## config.mk

```make
export PLATFORM = sky130hd
export DESIGN_NAME = dbl_press_motor_ctrl
export DESIGN_NICKNAME = d
export VERILOG_FILES = /design/src/rtl/dpm_pkg.sv /design/src/rtl/dpm_press_detect.sv /design/src/rtl/dpm_cycle_timer.sv /design/src/rtl/dpm_fsm.sv /design/src/rtl/dbl_press_motor_ctrl.sv
export SDC_FILE = /design/constraint.sdc
export NUM_CORES = 1
export LEC_CHECK = 0
export ABC_CLOCK_PERIOD_IN_PS = 2600
export BUFFER_PORTS_ARGS = -buffer_cell sky130_fd_sc_hd__buf_2
export CORE_ASPECT_RATIO = 1.25
export CORE_MARGIN = 2
export CORE_UTILIZATION = 55
export CTS_CLUSTER_SIZE = 14
export DETAILED_ROUTE_END_ITERATION = 7
export PLACE_DENSITY = 0.7
export SYNTH_ARGS = -nofsm -noshare
export SYNTH_HDL_FRONTEND = slang
export SYNTH_SLANG_ARGS = --single-unit
```

## constraint.sdc

```tcl
create_clock -name clk -period 2.6 [get_ports clk]
set_input_delay 0.52 -clock clk [delete_from_list [all_inputs] [get_ports clk]]
set_output_delay 0.52 -clock clk [all_outputs]
set_load 0.03 [all_outputs]
```

## src/rtl/dpm_pkg.sv

```systemverilog
package dpm_pkg;
  typedef enum logic [1:0] {
    ST_IDLE  = 2'd0,
    ST_ARMED = 2'd1,
    ST_RUN   = 2'd2
  } dpm_state_e;
endpackage

```

## src/rtl/dpm_press_detect.sv

```systemverilog
module dpm_press_detect (
  input  logic clk,
  input  logic rst,
  input  logic level,
  output logic press
);
  logic level_q;

  always_ff @(posedge clk) begin
    if (rst) level_q <= 1'b0;
    else     level_q <= level;
  end

  assign press = level & ~level_q;


  single_press_chk: assert property (@(posedge clk) disable iff (rst)
    press |=> !press);
endmodule

```

## src/rtl/dpm_cycle_timer.sv

```systemverilog
module dpm_cycle_timer #(
  parameter int CW = 8
) (
  input  logic          clk,
  input  logic          rst,
  input  logic          clr,
  input  logic [CW-1:0] limit,
  output logic [CW-1:0] count,
  output logic          expired
);
  always_ff @(posedge clk) begin
    if (rst || clr) count <= '0;
    else            count <= count + 1'b1;
  end

  assign expired = (count == limit - 1'b1);
endmodule

```

## src/rtl/dpm_fsm.sv

```systemverilog
module dpm_fsm
  import dpm_pkg::*;
#(
  parameter int WINDOW_CYC = 20,
  parameter int ONTIME_CYC = 16,
  parameter int CW         = 5
) (
  input  logic          clk,
  input  logic          rst,
  input  logic          press,
  input  logic          estop,
  input  logic          expired,
  output dpm_state_e    state,
  output logic [CW-1:0] limit,
  output logic          clr,
  output logic          motor_on
);
  localparam logic [CW-1:0] WIN_L = CW'(WINDOW_CYC);
  localparam logic [CW-1:0] ON_L  = CW'(ONTIME_CYC);

  dpm_state_e nxt;

  always_comb begin
    nxt = state;
    unique case (state)
      ST_IDLE:  if (press) nxt = ST_ARMED;
      ST_ARMED: begin
        if (expired)    nxt = ST_IDLE;
        else if (press) nxt = ST_RUN;
      end
      ST_RUN:   if (press || expired) nxt = ST_IDLE;
      default:  nxt = ST_IDLE;
    endcase
    if (estop) nxt = ST_IDLE;
  end

  assign limit = (state == ST_RUN) ? ON_L : WIN_L;
  assign clr   = (nxt != state) || (state == ST_IDLE);

  always_ff @(posedge clk) begin
    if (rst) begin
      state    <= ST_IDLE;
      motor_on <= 1'b0;
    end else begin
      state    <= nxt;
      motor_on <= (nxt == ST_RUN);
    end
  end


  start_path_chk: assert property (@(posedge clk) disable iff (rst)
    $rose(motor_on) |-> ($past(state) == ST_ARMED && $past(press)));

  run_press_chk: assert property (@(posedge clk) disable iff (rst)
    (state == ST_RUN && press) |=> !motor_on);

  idle_no_start_chk: assert property (@(posedge clk) disable iff (rst)
    (state == ST_IDLE) |=> !motor_on);
endmodule

```

## src/rtl/dbl_press_motor_ctrl.sv

```systemverilog
module dbl_press_motor_ctrl
  import dpm_pkg::*;
#(
  parameter int WINDOW_CYC = 1500000,
  parameter int ONTIME_CYC = 1200000
) (
  input  logic clk,
  input  logic rst,
  input  logic run_btn,
  input  logic estop,
  output logic motor_on
);
  localparam int MAXC = (WINDOW_CYC > ONTIME_CYC) ? WINDOW_CYC : ONTIME_CYC;
  localparam int CW   = $clog2(MAXC + 1);

  logic          press;
  logic          clr;
  logic          expired;
  logic [CW-1:0] limit;
  logic [CW-1:0] t_count;
  dpm_state_e    state;

  dpm_press_detect u_press (
    .clk   (clk),
    .rst   (rst),
    .level (run_btn),
    .press (press)
  );

  dpm_cycle_timer #(.CW(CW)) u_timer (
    .clk     (clk),
    .rst     (rst),
    .clr     (clr),
    .limit   (limit),
    .count   (t_count),
    .expired (expired)
  );

  dpm_fsm #(
    .WINDOW_CYC (WINDOW_CYC),
    .ONTIME_CYC (ONTIME_CYC),
    .CW         (CW)
  ) u_fsm (
    .clk      (clk),
    .rst      (rst),
    .press    (press),
    .estop    (estop),
    .expired  (expired),
    .state    (state),
    .limit    (limit),
    .clr      (clr),
    .motor_on (motor_on)
  );


  estop_off_chk: assert property (@(posedge clk) disable iff (rst)
    estop |=> (!motor_on && state == ST_IDLE));

  ontime_cap_chk: assert property (@(posedge clk) disable iff (rst)
    (state == ST_RUN) |-> (t_count < CW'(ONTIME_CYC)));

  window_cap_chk: assert property (@(posedge clk) disable iff (rst)
    (state == ST_ARMED) |-> (t_count < CW'(WINDOW_CYC)));

  out_state_chk: assert property (@(posedge clk) disable iff (rst)
    motor_on == (state == ST_RUN));
endmodule

```

# == Yosys cells after proc, flatten, opt, wreduce, memory -nomap -nowiden ==
# Cells that the tools add are included.
# word_totals
mem_bits_ro,0
output_inout_bits,1
ff_bits,25
latch_bits,0
elab_cells,24
ram_bits,0
mem_count,0
# classes
n_bitwise,2
add_sub_neg,2
mux,7
mul,0
reduce_logical,4
shift,0
order_cmp,0
div_mod_pow,0
eq_ne,5
# op_table
cell,count
"adder 21 x 1 -> 21 bit, second input constant",1
equality test 21 bit,1
"subtractor 21 x 1 -> 21 bit, second input constant",1
two-way mux 19 bit,1
two-way mux 2 bit,5
case mux 2 bit (3 select lines),1
"equality test 2 bit, second input constant",2
logical OR 1 bit,3
"equality test 2 x 1 -> 1 bit, second input constant",1
logical NOT 2 bit,1
!= test 2 bit,1
bitwise AND 1 bit,1
NOT 1 bit,1

# == Logic depth before layout (Yosys ltp) ==
# logic_depth
depth_word,11
depth_mapped,7
mapped_depth_nobuf,5

# == Hierarchy ==
# A second synthesis with hierarchy kept.
# hier_totals
hier_cells,247
hier_area_um2,1995.7
# by_module_without_submodules
module,area_each_um2,seq_area_each_um2,cells_per_inst,n_inst
dpm_cycle_timer,1627.8,420.4,208,1
dpm_fsm,320.3,60.1,36,1
dpm_press_detect,47.5,20.0,3,1

# == Worst setup path after synthesis ==
# Ideal clock, no wire load.
# synth_path
path_type,register -> register
startpoint,register u_timer.count[0]
endpoint,register u_timer.count[2]
path_stages_with_launch,8
path_buffers,2
slack_ns,1.007
setup_time_ns,0.134
arrival_time_ns,1.458
synth_period_minus_slack_ns,1.593
required_time_ns,2.466
cell_sequence,dfxtp_1 -> ha_1 -> and4_1 -> buf_4 -> nand4_1 -> a211oi_2 -> buf_4 -> nor3_1
# synth_between
elab_chain_len,8
word_cells_on_any_way,10
# synth_rtl
item,line_no,source
start: declaration,dpm_cycle_timer.sv:8,"output logic [CW-1:0] count,"
start signal: assignment,dpm_cycle_timer.sv:13,else count <= count + 1'b1;
equality test 21 bit,dpm_cycle_timer.sv:16,assign expired = (count == limit - 1'b1);
logical OR 1 bit,dpm_fsm.sv:31,ST_RUN: if (press || expired) nxt = ST_IDLE;
two-way mux 2 bit,dpm_fsm.sv:31,
case mux 2 bit (3 select lines),dpm_fsm.sv:25,unique case (state)
two-way mux 2 bit,dpm_fsm.sv:34,if (estop) nxt = ST_IDLE;
!= test 2 bit,dpm_fsm.sv:38,assign clr = (nxt != state) || (state == ST_IDLE);
logical OR 1 bit,dpm_fsm.sv:38,
logical OR 1 bit,dpm_cycle_timer.sv:12,if (rst || clr) count <= '0;
# Parallel ways exist; a longest one is shown, timed or not.
# A chain may end at the register's enable or synchronous reset.

# == Final worst setup path ==
# layout_path
startpoint,register u_timer.count[0]
endpoint,register u_timer.count[18]
# Same word-level chain as after synthesis.

==> impl_results.md <==
- Status: complete, no violations
- Layout Nets: between 100 and 150
- Crit path kind: reg -> reg
- Clk buf depth: 2
- CTS tree: yes
- Crit path max-delay family: simple AND/OR/NAND/NOR gates
- H-tree depth: 1
- Chip height: 57.1 um
- Power Density: about 440 nW/um^2
- Core ar.: 2160 um^2
- Post-Syn Area: 1240 um^2
- Area delta synth->final: 4.03%
- CP cell instances: ha_1, and4_1, nand4_1, a211oi_2, buf_4, nor4_1
- TritonCTS buffer count: 3
- RePlAce Congestion: 0.766
- Clock sink count: 25
- Global-route wire length before repair: between 3000 and 4000 um
- Clock Skews: 1.17 ps
- CP max-delay cell: a211oi_2
- Avg Cell Area, Syn: just over 9 um^2
- Clk_lat worst skew: 320 ps
- Startpoint types: flip-flop
- Num ports: 5
- Final worst-path cycle share: 75.7%
- Final hold violation count: 0
- Initial Util: 57.4%
- CTS Hold Bufs: 0
- Most instantiated library cell after synthesis: dfxtp_1
- Largest net degree at the start of global routing: 22
- Register area share after synthesis: around two fifths
- DP HPWL: 1620 um
- DRC Markers: 0
- Synth Instances: 135
- Lkg Pwr: 0.427 nW
- Grt total ovfl: 0
- Crit path time final: 1970 ps
- Vias per inst: 5.67
- Fmax: 0.508 GHz
- Number of diodes: 0
- Synth Net Count: 140
- Vias in the first global route: 921
- Setup violators final: 0
- Count of cell types in the netlist: 30
- Routed vias: 952
- Post-synthesis register bit count: 25
- Ys Warns: 0
- Min-delay src: rst
- Worst-path clk slew: 120 ps
- Post-CTS Setup Repair Bufs: 0
- Wirelength per Cell: 12.7 um
- Number of flops mapped to enable cells by yosys: 0
- Initial DRC Count: 14
- Routed Antenna Nets: 0
- Floorplan row count: 19
- Fin. max-slew vios: 0
- Clock root buffer: clkbuf_4
- Ys flop type: dfxtp_1
- Hold/Removal Path Class: in -> reg
- Yosys top cell area share: 40.3%
- Final worst setup slack: around 630 ps
- Setup TNS Final: 0 ps
- Max stage delay on crit path: 440 ps
- Slew of the pin with the lowest slew margin: 518 ps
- IO buf count: 4
- All-Layer GR Usage: between 20% and 30%
- Max_slew headroom: between 60% and 70%
- RSZ-0062 raised after global routing: no
- Synth async-reset ratio: 0%
- Nature of the critical path endpoint: flip-flop
- Synth top cells by count: dfxtp_1, nor3_1, xor2_1
- Peak supply drop: a little under 0.3 mV
- Post-CTS Resized: 0
- Most area-consuming cells after synthesis: dfxtp_1, xor2_1, nor3_1, nand4_1, and4_1
- Critical Path Start: u_timer.count[0]
- Dpl ws: between 600 and 700 ps
- Max-cap violations: 0
- Worst Path Arrival: 2180 ps
- WP buf/inv: 1
- DR pass1 iterations: 4
- Die Wd: 46.5 um
- WP data required: 2810 ps
- Area leader, netlist: dfxtp_1
- Total Power: 0.567 mW
- FF-to-FF Start: u_timer.count[0]
- Critical path peak fanout: 9
- Share of post-route cells with drive strength above 1: approximately an eighth
- Initial antenna violation count: 0
- DIE AREA: ~2700 um^2
- Final wirelength: ~2100 um
logic make-up after synthesis:
family	after synthesis	share of synthesized area, %
buffers and inverters	9	4.64
xor gates and xnor gates	14	9.88
AOI/OAI and AO/OA	11	6.55
DFF	25	40.3
muxes	3	2.42
adders and majority gates	1	1.01
and+or+nand+nor	72	35.2
per-stage QoR:
step	util [%]	hold WS, ps	instance area, um^2	instances
after global placement	58.5	429	1260	164
after detailed placement	58.5	457	1260	164
after CTS	59.7	366	1290	168
final	59.7	377	1290	168
after floorplan	-	422	1240	135
after global routing	59.7	363	1290	168
power breakdown:
part,total [mW],internal [mW],switching [mW]
sequential,0.387,0.385,0.00174
combinational,0.0122,0.00567,0.00656
clock,0.168,0.0602,0.108
layout make-up:
class | count | area (um^2)
multi-input cells | 101 | 683
clock buffers | 4 | 26.3
fillers | 206 | 872
repair buffers | 7 | 42.5
flip-flops and latches | 25 | 500
well taps | 31 | 38.8
cells in the final DEF (no fill, tap or decap), types with 4 or more instances in the layout:
cell type	n
dfxtp_1	25
nor3_1	16
xor2_1	10
nor2_1	8
nand4_1	8
nand3_1	8
and3_1	6
and4_1	5
o21ai_0	5
nand2_1	4
xnor2_1	4
buf_2	4
worst register-to-register path, cell delays in order (launching register included):
cell      delay (ps)
dfxtp_1          370
ha_1             210
and4_1           370
nand4_1          150
a211oi_2         440
buf_4            270
nor4_1            60
sequential cells by signal, summed over array words and instances, names as in the netlist:
name / flops
u_fsm.state: 2
u_fsm.motor_on: 1
u_press.level_q: 1
u_timer.count: 21
layer usage:
metal,vias to the layer above,track usage [%],part of all wire [%]
met4,0,13.5,3.0
met5,-,0,0
met3,4,2.85,1.1
met1,442,25.0,48
met2,6,31.0,48
li1,500,-,-
worst paths after layout:
kind / to / slack, ps / depth (start not counted)
worst min-delay path: u_press.level_q / 380 / 2
worst max-delay path: u_timer.count[18] / 630 / 6
worst min register to register: u_timer.count[0] / 470 / 1
worst max register to register: u_timer.count[18] / 630 / 6
Note: power is estimated with default switching activity, not from simulation.
